==> config.mk <==
export PLATFORM = sky130hd
export DESIGN_NAME = t2_probe_tracker
export DESIGN_NICKNAME = d
export VERILOG_FILES = /design/src/rtl/t2_probe_tracker.sv
export SDC_FILE = /design/constraint.sdc
export NUM_CORES = 1
export LEC_CHECK = 0
export BUFFER_PORTS_ARGS = -buffer_cell sky130_fd_sc_hd__buf_2
export CAP_MARGIN = 10
export CORE_MARGIN = 3
export CORE_UTILIZATION = 50
export CTS_CLUSTER_DIAMETER = 150
export DETAILED_ROUTE_END_ITERATION = 8
export PLACE_DENSITY = 0.73
export RECOVER_POWER = 25
export REMOVE_ABC_BUFFERS = 1
export SLEW_MARGIN = 20
export SYNTH_ARGS = -nofsm -noshare
export SYNTH_HDL_FRONTEND = slang
export SYNTH_SLANG_ARGS = --single-unit
==> constraint.sdc <==
create_clock -name clk -period 1.9 [get_ports clk]
set_input_delay 0.095 -clock clk [delete_from_list [all_inputs] [get_ports clk]]
set_output_delay 0.095 -clock clk [all_outputs]
set_load 0.02 [all_outputs]
==> src/rtl/t2_probe_tracker.sv <==
module t2_probe_tracker #(
  parameter int STABLE_CLKS = 8,
  parameter int SYNC_STAGES = 2
) (
  input  logic clk,
  input  logic rst_n,
  input  logic cmp_rst,
  input  logic cmp_mark,
  input  logic cmp_cls,
  input  logic cmp_on,
  input  logic sw_full,
  output logic cls_load_en,
  output logic mark_load_en,
  output logic t2_flag,
  output logic t2_ind
);
  localparam int CW = $clog2(STABLE_CLKS + 1);

  typedef enum logic [2:0] {B_RST, B_MARK, B_IDLE, B_CLS, B_PWR} band_t;
  typedef enum logic [2:0] {Q_NONE, Q_C1, Q_M1, Q_C2, Q_M2} seq_t;

  logic [3:0] sync_q [SYNC_STAGES];
  logic       s_rst, s_mark, s_cls, s_on;
  band_t      raw, cand, acc;
  seq_t       seq, seq_nx;
  logic       flag_nx;
  logic [CW-1:0] cnt;

  always_ff @(posedge clk or negedge rst_n) begin
    if (!rst_n) begin
      for (int i = 0; i < SYNC_STAGES; i++) sync_q[i] <= '0;
    end else begin
      sync_q[0] <= {cmp_on, cmp_cls, cmp_mark, cmp_rst};
      for (int i = 1; i < SYNC_STAGES; i++) sync_q[i] <= sync_q[i-1];
    end
  end

  assign {s_on, s_cls, s_mark, s_rst} = sync_q[SYNC_STAGES-1];

  always_comb begin
    if (!s_rst)       raw = B_RST;
    else if (s_on)    raw = B_PWR;
    else if (s_cls)   raw = B_CLS;
    else if (!s_mark) raw = B_MARK;
    else              raw = B_IDLE;
  end

  always_comb begin
    seq_nx  = seq;
    flag_nx = t2_flag;
    case (raw)
      B_RST: begin seq_nx = Q_NONE; flag_nx = 1'b0; end
      B_PWR: begin seq_nx = Q_NONE; if (seq == Q_M2) flag_nx = 1'b1; end
      B_CLS: begin
        if (seq == Q_NONE)      seq_nx = Q_C1;
        else if (seq == Q_M1)   seq_nx = Q_C2;
      end
      B_MARK: begin
        if (seq == Q_C1)        seq_nx = Q_M1;
        else if (seq == Q_C2)   seq_nx = Q_M2;
      end
      default: ;
    endcase
  end

  always_ff @(posedge clk or negedge rst_n) begin
    if (!rst_n) begin
      cand    <= B_RST;
      acc     <= B_RST;
      cnt     <= '0;
      seq     <= Q_NONE;
      t2_flag <= 1'b0;
    end else if (raw == acc) begin
      cand <= acc;
      cnt  <= '0;
    end else if (raw != cand) begin
      cand <= raw;
      cnt  <= CW'(1);
    end else if (cnt == CW'(STABLE_CLKS - 1)) begin
      acc     <= raw;
      cnt     <= '0;
      seq     <= seq_nx;
      t2_flag <= flag_nx;
    end else begin
      cnt <= cnt + CW'(1);
    end
  end

  assign cls_load_en  = (acc == B_CLS);
  assign mark_load_en = (acc == B_MARK) && (seq == Q_M1 || seq == Q_M2);
  assign t2_ind       = t2_flag && (acc == B_PWR) && sw_full;
endmodule

Word-level counts from Yosys, hierarchy flattened:

Index checks and enable logic that the tools add are counted.

* word-level logic and storage cells: 55
* input bits: 7
* register bits after elaboration: 22
* output and inout bits: 4

* muxes and demuxes: 16
* reductions and logical operators: 13
* bitwise logic cells: 2
* $add $sub $neg: 1
* equal/unequal tests: 16

Operators with widths (count)
* $mux 3: 8
* $eq 3x2->1 const B: 4
* $mux 4: 3
* $eq 3x1->1 const B: 3
* $eq 3x3->1 const B: 3
* $pmux 3 s3: 1
* $logic_not 3->1: 2
* $ne 3x3->1 const B: 2
* $reduce_and 6->1: 1
* $reduce_and 5->1: 1
* $add 4x1->4 const B: 1
* $eq 4x3->1 const B: 1
* $mux 2: 2
* $reduce_bool 2->1: 2
* $eq 3x3->1: 1
* $logic_and 1x1->1: 3
* $ne 3x3->1: 1
* $reduce_and 3->1: 1
* $reduce_bool 3->1: 1
* $ne 2x2->1 const B: 1
* $not 1->1: 2
* $pmux 1 s2: 1
* $reduce_or 2->1: 1
* $logic_or 1x1->1: 1
* $mux 1: 1

Longest topological paths before layout:

Gate-level depths: netlist of the first run.

* depth in word-level cells: 8
* gate-level depth with buffers: 7
* mapped depth without buffers: 7

Worst setup path before layout of the first run:

OpenSTA, ideal clock, no wires.

* kind: register to register
* start: register sync_q, in the netlist s_mark
* end: register acc[0]
* cell stages (with the launch flop): 7
* library setup time: 125 ps
* required time: 1775 ps
* path slack: -94 ps
* clock period less this slack: 1994 ps
* arrival: 1870 ps
* buffers on the path: 0
* cell sequence: dfrtp_1 > nor2_2 > mux2_4 > nor3_1 > o21ai_2 > nor3_4 > mux2_2

* longest elaborated chain between the ends: 7
* elaborated cells on any way between the ends: 9
* those cells by class: eq/ne (2); mux (4); bitwise (2); reduce/logical (1)

RTL lines
* from (decl): RTL line 22 `logic [3:0] sync_q [SYNC_STAGES];`
* $mux 2 *: RTL line 44 `else if (!s_mark) raw = B_MARK;`
* $mux 2 *: RTL line 43 `else if (s_cls) raw = B_CLS;`
* $mux 3 *: RTL line 42 `else if (s_on) raw = B_PWR;`
* $mux 3 *: RTL line 41 `if (!s_rst) raw = B_RST;`
* $ne 3x3->1 / $eq 3x3->1 (equally long branches): RTL line 76, 73
* $not 1->1 (no source line)
* $reduce_and 3->1 (no source line)
* to (signal assigned): RTL line 80 `acc <= raw;`
* to (decl): RTL line 24 `band_t raw, cand, acc;`

Mark *: on every way between the ends. The rest lies on a longest branch, timed or not.
A chain may end at the register's enable or synchronous reset.

Final worst setup path of the first run:

* start: register sync_q, in the netlist s_cls
* end: register acc[1]

* longest elaborated chain between the ends: 6
* elaborated cells on any way between the ends: 8
* those cells by class: eq/ne (2); mux (3); bitwise (2); reduce/logical (1)

RTL lines (RTL line)
* $mux 2 *: 43
* $mux 3 *: 42
* $mux 3 *: 41
* $ne 3x3->1 / $eq 3x3->1 (equally long branches): 76, 73
* $not 1->1 (no source line)
* $reduce_and 3->1 (no source line)

Marked as above.

==> qor.csv, run 1 <==
stage,metric,value,unit
worst_setup_path,cp-start-kind,flop,
synthesis,synthArstFlopShare,100,%
clocking,cts_tree,done,
worst_setup_path,cpPeakStageDelay,0.44,ns
pwr,intPower,654,µW
synthesis,yosysWarnings,0,
outcome,status,finished with violations,
grt,grt_pass1_wl,3.64,mm
floorplan,die_x,51.3,µm
synthesis,synth-main-ff-cell,dfrtp_1,
route,drc,0,
synthesis,yosysMostFrequentCell,dfrtp_1,
floorplan,row_count,15,
pwr,peakVddDrop,0.570,mV
timing,fin_setup_tns,-0.0331,ns
worst_setup_path,arrival,2.13,ns
worst_setup_path,worstPathMaxFanout,5,
grt,use_met3,3.79,%
synthesis,yosysTopAreaCell,dfrtp_1,
timing,setup_violations,3,
timing,hold_viol_final,0,
worst_setup_path,path_cells,"nor2_4, mux2_4, nor3_4, o21ai_4, nor3_4, mux2_2",
clocking,numCtsBuffers,3,
floorplan,ios,11,
grt,grt_util_met2,34.1,%
finish,synthToLayoutAreaGrowth,27.6,%
pwr,p_seq_share,57.6,%
floorplan,die_y,51.3,µm
worst_setup_path,cp.required,2.11,ns
worst_setup_path,crit_type,flop to flop,
synthesis,synthesis.area,0.00103,mm²
synthesis,synth_cell_types,33,
route,vias_per_cell,5.53,
timing,fin_skew,0.0127,ns
synthesis,yosysTopAreaCellShare,53.6,%
route,vias,807,
synthesis,synth_edf_count,0,
placed_design,io_buffer_count,10,
synthesis,synth_area_per_cell,11.0,µm²
clocking,cts_root_buf,clkbuf_4,
grt,antenna_found_initial,0,
worst_setup_path,critical_path.most_common_cell,nor3_4,
clocking,clkSinkCount,22,
route,drtPass1Iterations,4,
grt,grt_use_met1,22.7,%
route,ant_nets,0,
route,wl_per_cell,15.2,µm
worst_hold_path,min-delay-path-class,flop to flop,
synthesis,syn_inst,93,
floorplan,core-area,0.00184,mm²
route,wl,2.22,mm
grt,grt-ovfl-total,0,
pwr,switching_share,24.4,%
timing,slew_viol_final,0,
grt,grt_pass1_vias,820,
timing,fmax,522,MHz
placed_design,post-place-ws,-0.0515,ns
finish,drive_gt1_share,35.5,%
finish,fill_cells,144,
pwr,power.share.clock,29.4,%
clocking,h-tree-depth,1,
pwr,p_sw,211,µW
worst_setup_path,end_kind,flop,
placed_design,routabilityCongestion,0.876,
clocking,insertion_delay,0.31,ns
flow_run,maxCapViolations,0,
worst_setup_path,slowest_stage,dfrtp_1,
synthesis,ys_ff_latch,22,
timing,setup_ws,-0.0162,ns
synthesis,synth_area_leaders,"dfrtp_1, mux2_2, nor2_1",
floorplan,start_util,55.9,%
timing,finalCritPeriodShare,101,%
finish,final_net_count,130,
clocking,cts_max_path_buffers,2,
timing,max_slew_margin,26.0,%
clocking,clkSlewWorstSetupHoldPaths,0.12,ns
grt,grt_busiest_layer,met2,
timing,rsz0062_at_grt,yes,
grt,grt_max_degree,23,
finish,n_antenna_cell,0,
timing,worst_pin_slew,1.11,ns
synthesis,synth_common_cells,"dfrtp_1, nor2_1, inv_1, nor3_1",
outcome,violations,negative setup slack,
pwr,total_leakage_power,0.000593,µW
route,drt_iter0_drc,16,
timing,period_needed,1.92,ns
placed_design,place_hpwl,1.49,mm
synthesis,yosysSeqAreaShare,53.6,%
grt,grtUsageTotal,19.2,%
pwr,powerDensity,660,mW/mm²
pwr,power_frac_comb,13.0,%
floorplan,fp.dieArea,0.00263,mm²
cells in the final DEF (no fill, tap or decap), drive strengths merged, types with 5 or more instances in the layout:
master	count
dfrtp	22
dlygate4sd3	5
nor2	14
buf	20
nor3	7
clkbuf	5
mux2	6
inv	6
registers in the layout, summed over array words and instances, names as in the netlist:
| signal | flops |
|---|---|
| s_on | 1 |
| s_cls | 1 |
| cnt | 4 |
| t2_flag | 1 |
| s_rst | 1 |
| s_mark | 1 |
| cand | 3 |
| acc | 3 |
| sync_q | 4 |
| seq | 3 |
per-layer routing:
metal	vias up	wire length [µm]	part of all wire, %
met1	401	912	41
li1	378	-	-
met2	22	1190	54
met5	-	0	0
met4	0	38	1.7
met3	6	75	3.4
path summary, 6_finish.rpt:
kind,from,cells past startpoint,end,slack (ns)
hold reg to reg,sync_q[6],0,s_cls,0.35
max in group asynchronous,rst_n,2,sync_q[6],0.72
setup / recovery,s_cls,6,acc[1],-0.02
setup reg to reg,s_cls,6,acc[1],-0.02
min in group asynchronous,rst_n,2,acc[0],0.51
hold / removal,sync_q[6],0,s_cls,0.35
repair_timing:
action                                  4_1_cts  5_1_grt
hold endpoints to repair                     26        0
gates resized for setup                       5        5
pin swaps                                     4        1
endpoints found under the setup margin        6       10
buffers inserted                              0        1
hold buffers                                  5        0
final cells by class:
class	instances	area, µm²	area share, %
Clock buffer	4	36.3	2.77
Inverter	6	22.5	1.72
Multi-Input combinational cell	63	489	37.3
Sequential cell	22	551	42.0
Tap cell	25	31.3	2.39
Timing Repair Buffer	26	181	13.8
cell families (layout without fill, tap and decap cells):
group	count (synthesis)	in the layout	share of synthesized area [%]
fa+ha+maj	1	1	1.22
compound gates	12	12	8.16
xor+xnor	4	4	3.41
buf+inv	8	36	3.65
flops	22	22	53.6
mux	7	7	7.92
simple gates	39	39	22.0
power groups by stage:
stage | sequential, µW | clock, µW | combinational, µW
after detailed placement | 505 | 0 | 91.2
after CTS | 497 | 255 | 103
after global placement | 504 | 0 | 87.5
after floorplan | 504 | 0 | 48.6
final | 498 | 255 | 112
after global routing | 501 | 279 | 122
worst max-delay path, delay by kind of cell, from the launching register on:
family / cells / cell delay (ns)
multiplexers: 2 / 0.69
AO/OA/AOI/OAI: 1 / 0.12
AND/OR/NAND/NOR: 3 / 0.55
flip-flops: 1 / 0.44
stage by stage:
stage / hold WS (ns) / cell area [µm²] / utilization (%) / cells / power, µW
after detailed placement: 0.0750 / 1170 / 63.5 / 136 / 596
after global placement: 0.0692 / 1170 / 63.5 / 136 / 591
after floorplan: -0.201 / 1010 / - / 91 / 553
after global routing: 0.364 / 1310 / 71.3 / 146 / 902
after CTS: 0.289 / 1280 / 69.4 / 145 / 855
final: 0.348 / 1310 / 71.3 / 146 / 865
(Power assumes the default switching activity.)
==> run 2: changes to the inputs <==
--- a/config.mk
+++ b/config.mk
@@ -10,6 +10,6 @@
 export CORE_MARGIN = 3
-export CORE_UTILIZATION = 50
-export CTS_CLUSTER_DIAMETER = 150
+export CORE_UTILIZATION = 30
+export CTS_CLUSTER_DIAMETER = 80
 export DETAILED_ROUTE_END_ITERATION = 8
-export PLACE_DENSITY = 0.73
+export PLACE_DENSITY = 0.49
 export RECOVER_POWER = 25
==> constraint.sdc (replaced) <==
create_clock -name clk -period 1.9 [get_ports clk]
set_input_delay 0.38 -clock clk [delete_from_list [all_inputs] [get_ports clk]]
set_output_delay 0.38 -clock clk [all_outputs]
set_load 0.02 [all_outputs]
==> qor.csv, run 2 (synthesis gave the netlist of run 1 again) <==
stage,metric,value,unit,change
finish,layout.cells.non_filler,162,,+11%
route,wl_per_cell,13.5,µm,-11%
finish,final_net_count,127,,-2.3%
floorplan,ios,11,,unchanged
worst_setup_path,reg2regPathDepth,6,,unchanged
placed_design,place_hpwl,1.58,mm,+6.0%
clocking,clkSinkCount,22,,unchanged
timing,setup_violations,0,,-3
finish,synthToLayoutAreaGrowth,26.2,%,
grt,grt-ovfl-total,0,,unchanged
timing,rsz0062_at_grt,yes,,
route,drtPass1Iterations,4,,unchanged
finish,reg_top3,"cnt x4, sync_q x4",,
worst_setup_path,cp-start-kind,flop,,
worst_setup_path,r2r_slack,0.02,ns,+0.04 ns
timing,hold_viol_final,0,,unchanged
finish,multi_input_area,484,µm²,-1.0%
outcome,status,finished clean,,
placed_design,io_buffer_count,10,,unchanged
clocking,numCtsBuffers,3,,unchanged
clocking,clkSlewWorstSetupHoldPaths,0.12,ns,about the same
worst_setup_path,crit_buf_inv,0,,unchanged
clocking,cts_tree,done,,
worst_setup_path,slowest_stage,dfrtp_1,,
pwr,p_sw,208,µW,-1.6%
route,wl_met1,1.05,mm,+16%
grt,grtUsageTotal,11.1,%,-8.1 points
grt,grt_max_degree,23,,unchanged
timing,worst_pin_slew,1.16,ns,+0.0474 ns
floorplan,core-area,0.00315,mm²,+71%
finish,fin_area,0.00130,mm²,-1.1%
route,ant_nets,0,,unchanged
worst_hold_path,min-delay-start,cmp_rst,,
placed_design,dp_cells,156,,+15%
worst_setup_path,path_cells,"nor2_2, mux2_4, nor3_2, o21ai_2, nor3_4, mux2_2",,
route,top_layer_used,met4,,
timing,fin_setup_tns,0,ns,+0.0331 ns
clocking,insertion_delay,0.31,ns,about the same
route,drc,0,,unchanged
finish,n_antenna_cell,0,,unchanged
finish,most-common-layout-cells,"dfrtp_1, buf_4, nor2_1",,
grt,antenna_found_initial,0,,unchanged
worst_setup_path,reg2reg_from,s_cls,,
flow_run,maxCapViolations,0,,unchanged
grt,grt_pass1_wl,3.51,mm,-3.4%
worst_setup_path,r2r_end,acc[0],,
pwr,peakVddDrop,0.366,mV,-36%
route,wl,2.19,mm,-1.2%
finish,fill_cells,321,,+120%
clocking,cts_max_path_buffers,2,,unchanged
placed_design,post-place-ws,-0.0788,ns,-0.0273 ns
floorplan,die_x,64.5,µm,+26%
worst_hold_path,min-delay-path-class,input pin to flop,,
timing,finalCritPeriodShare,98.8,%,-2.0 points
clocking,ctsHoldBuffers,0,,-5
placed_design,routabilityCongestion,0.804,,-8.3%
route,drt_iter0_drc,10,,-6
worst_setup_path,critPathTopFamily,multiplexers,,
finish,drive_gt1_share,40.7,%,+5.1 points
pwr,intPower,650,µW,-0.55%
clocking,h-tree-depth,1,,unchanged
timing,setup_ws,0.0224,ns,+0.0387 ns
route,met3_length,54,µm,-28%
worst_setup_path,worstPathMaxFanout,5,,unchanged
worst_setup_path,arrival,2.08,ns,-0.05 ns
finish,layout_commonest_cell,dfrtp_1,,
timing,fin_skew,0.00407,ns,-0.00863 ns
worst_hold_path,min_to,sync_q[4],,
timing,max_slew_margin,22.8,%,-3.2 points
timing,period_needed,1.88,ns,-0.0387 ns
floorplan,die_y,64.5,µm,+26%
timing,slew_viol_final,0,,unchanged
route,wl_met2,1.03,mm,-13%
pwr,total_leakage_power,0.000583,µW,-1.7%
worst_setup_path,end_kind,flop,,
grt,grt_pass1_vias,753,,-8.2%
worst_setup_path,cpPeakStageDelay,0.44,ns,about the same
pwr,switching_share,24.2,%,-0.19 points
pwr,power.share.clock,29.9,%,+0.5 points
pwr,powerDensity,662,mW/mm²,+0.35%
timing,fmax,533,MHz,+2.1%
worst_setup_path,crit_type,flop to flop,,
floorplan,row_count,20,,+5
clocking,cts_root_buf,clkbuf_4,,
route,vias_per_cell,4.81,,-13%
pwr,p_total,859,µW,-0.80%
finish,ff_latch_area,552,µm²,+0.23%
placed_design,place_area,0.00120,mm²,+2.7%
floorplan,start_util,32.6,%,-23 points
floorplan,fp.dieArea,0.00416,mm²,+58%
route,vias,779,,-3.5%
worst_setup_path,cp.required,2.11,ns,about the same
worst_hold_path,min_path_cells,1,,+1
pwr,power_frac_comb,12.2,%,-0.8 points
pwr,p_seq_share,57.9,%,+0.3 points
[run 2: metal layers]
layer,global-route usage (%),vias to the layer above
li1,-,374
met1,14.5,387
met2,17.7,14
met3,2.08,4
met4,5.54,0
met5,0,-
[run 2: final cells by class]
type                       count  area share (%)
clock buffer                   4            2.80
inverter                       6            1.74
multi-input combinational     63            37.4
sequential                    22            42.6
tap                           44            4.25
timing repair buffer          23            11.3
[run 2: worst register-to-register path, cell delays in order, from the launching register on]
cell	delay, ns
dfrtp_1	0.44
nor2_2	0.13
mux2_4	0.31
nor3_2	0.12
o21ai_2	0.13
nor3_4	0.28
mux2_2	0.38
[run 2: worst max-delay path by stage]
stage | start | to | slack [ns] | cells after the start
3_5_place_dp | s_cls | acc[2] | -0.08 | 6
5_1_grt | s_cls | acc[0] | -0.06 | 7
2_1_floorplan | s_mark | acc[0] | -0.09 | 6
3_3_place_gp | s_rst | acc[2] | -0.07 | 6
6_report | s_cls | acc[0] | 0.02 | 6
4_1_cts | s_rst | seq[1] | 0.03 | 6
[run 2: through the flow]
step	hold WS, ns	utilization [%]
floorplan	0.0844	-
global placement	0.334	38.1
detailed placement	0.338	38.1
CTS	0.0200	39.8
global route	0.141	41.1
finish	0.167	41.1
[run 2: power by group through the flow]
stage                     clock network, µW  registers (µW)  logic (µW)
final                                   257             497         105
after global routing                    287             500         115
after floorplan                           0             504        48.6
after detailed placement                  0             506        94.6
after global placement                    0             505        94.0
after CTS                               276             497        97.5
[run 2: timing repair]
| action | 4_1_cts | 5_1_grt |
|---|---|---|
| endpoints found under the setup margin | 5 | 8 |
| resized for setup | 3 | 8 |
| pin swaps | 1 | 1 |
| buffers inserted | 1 | 1 |
| hold endpoints to repair | 0 | 0 |
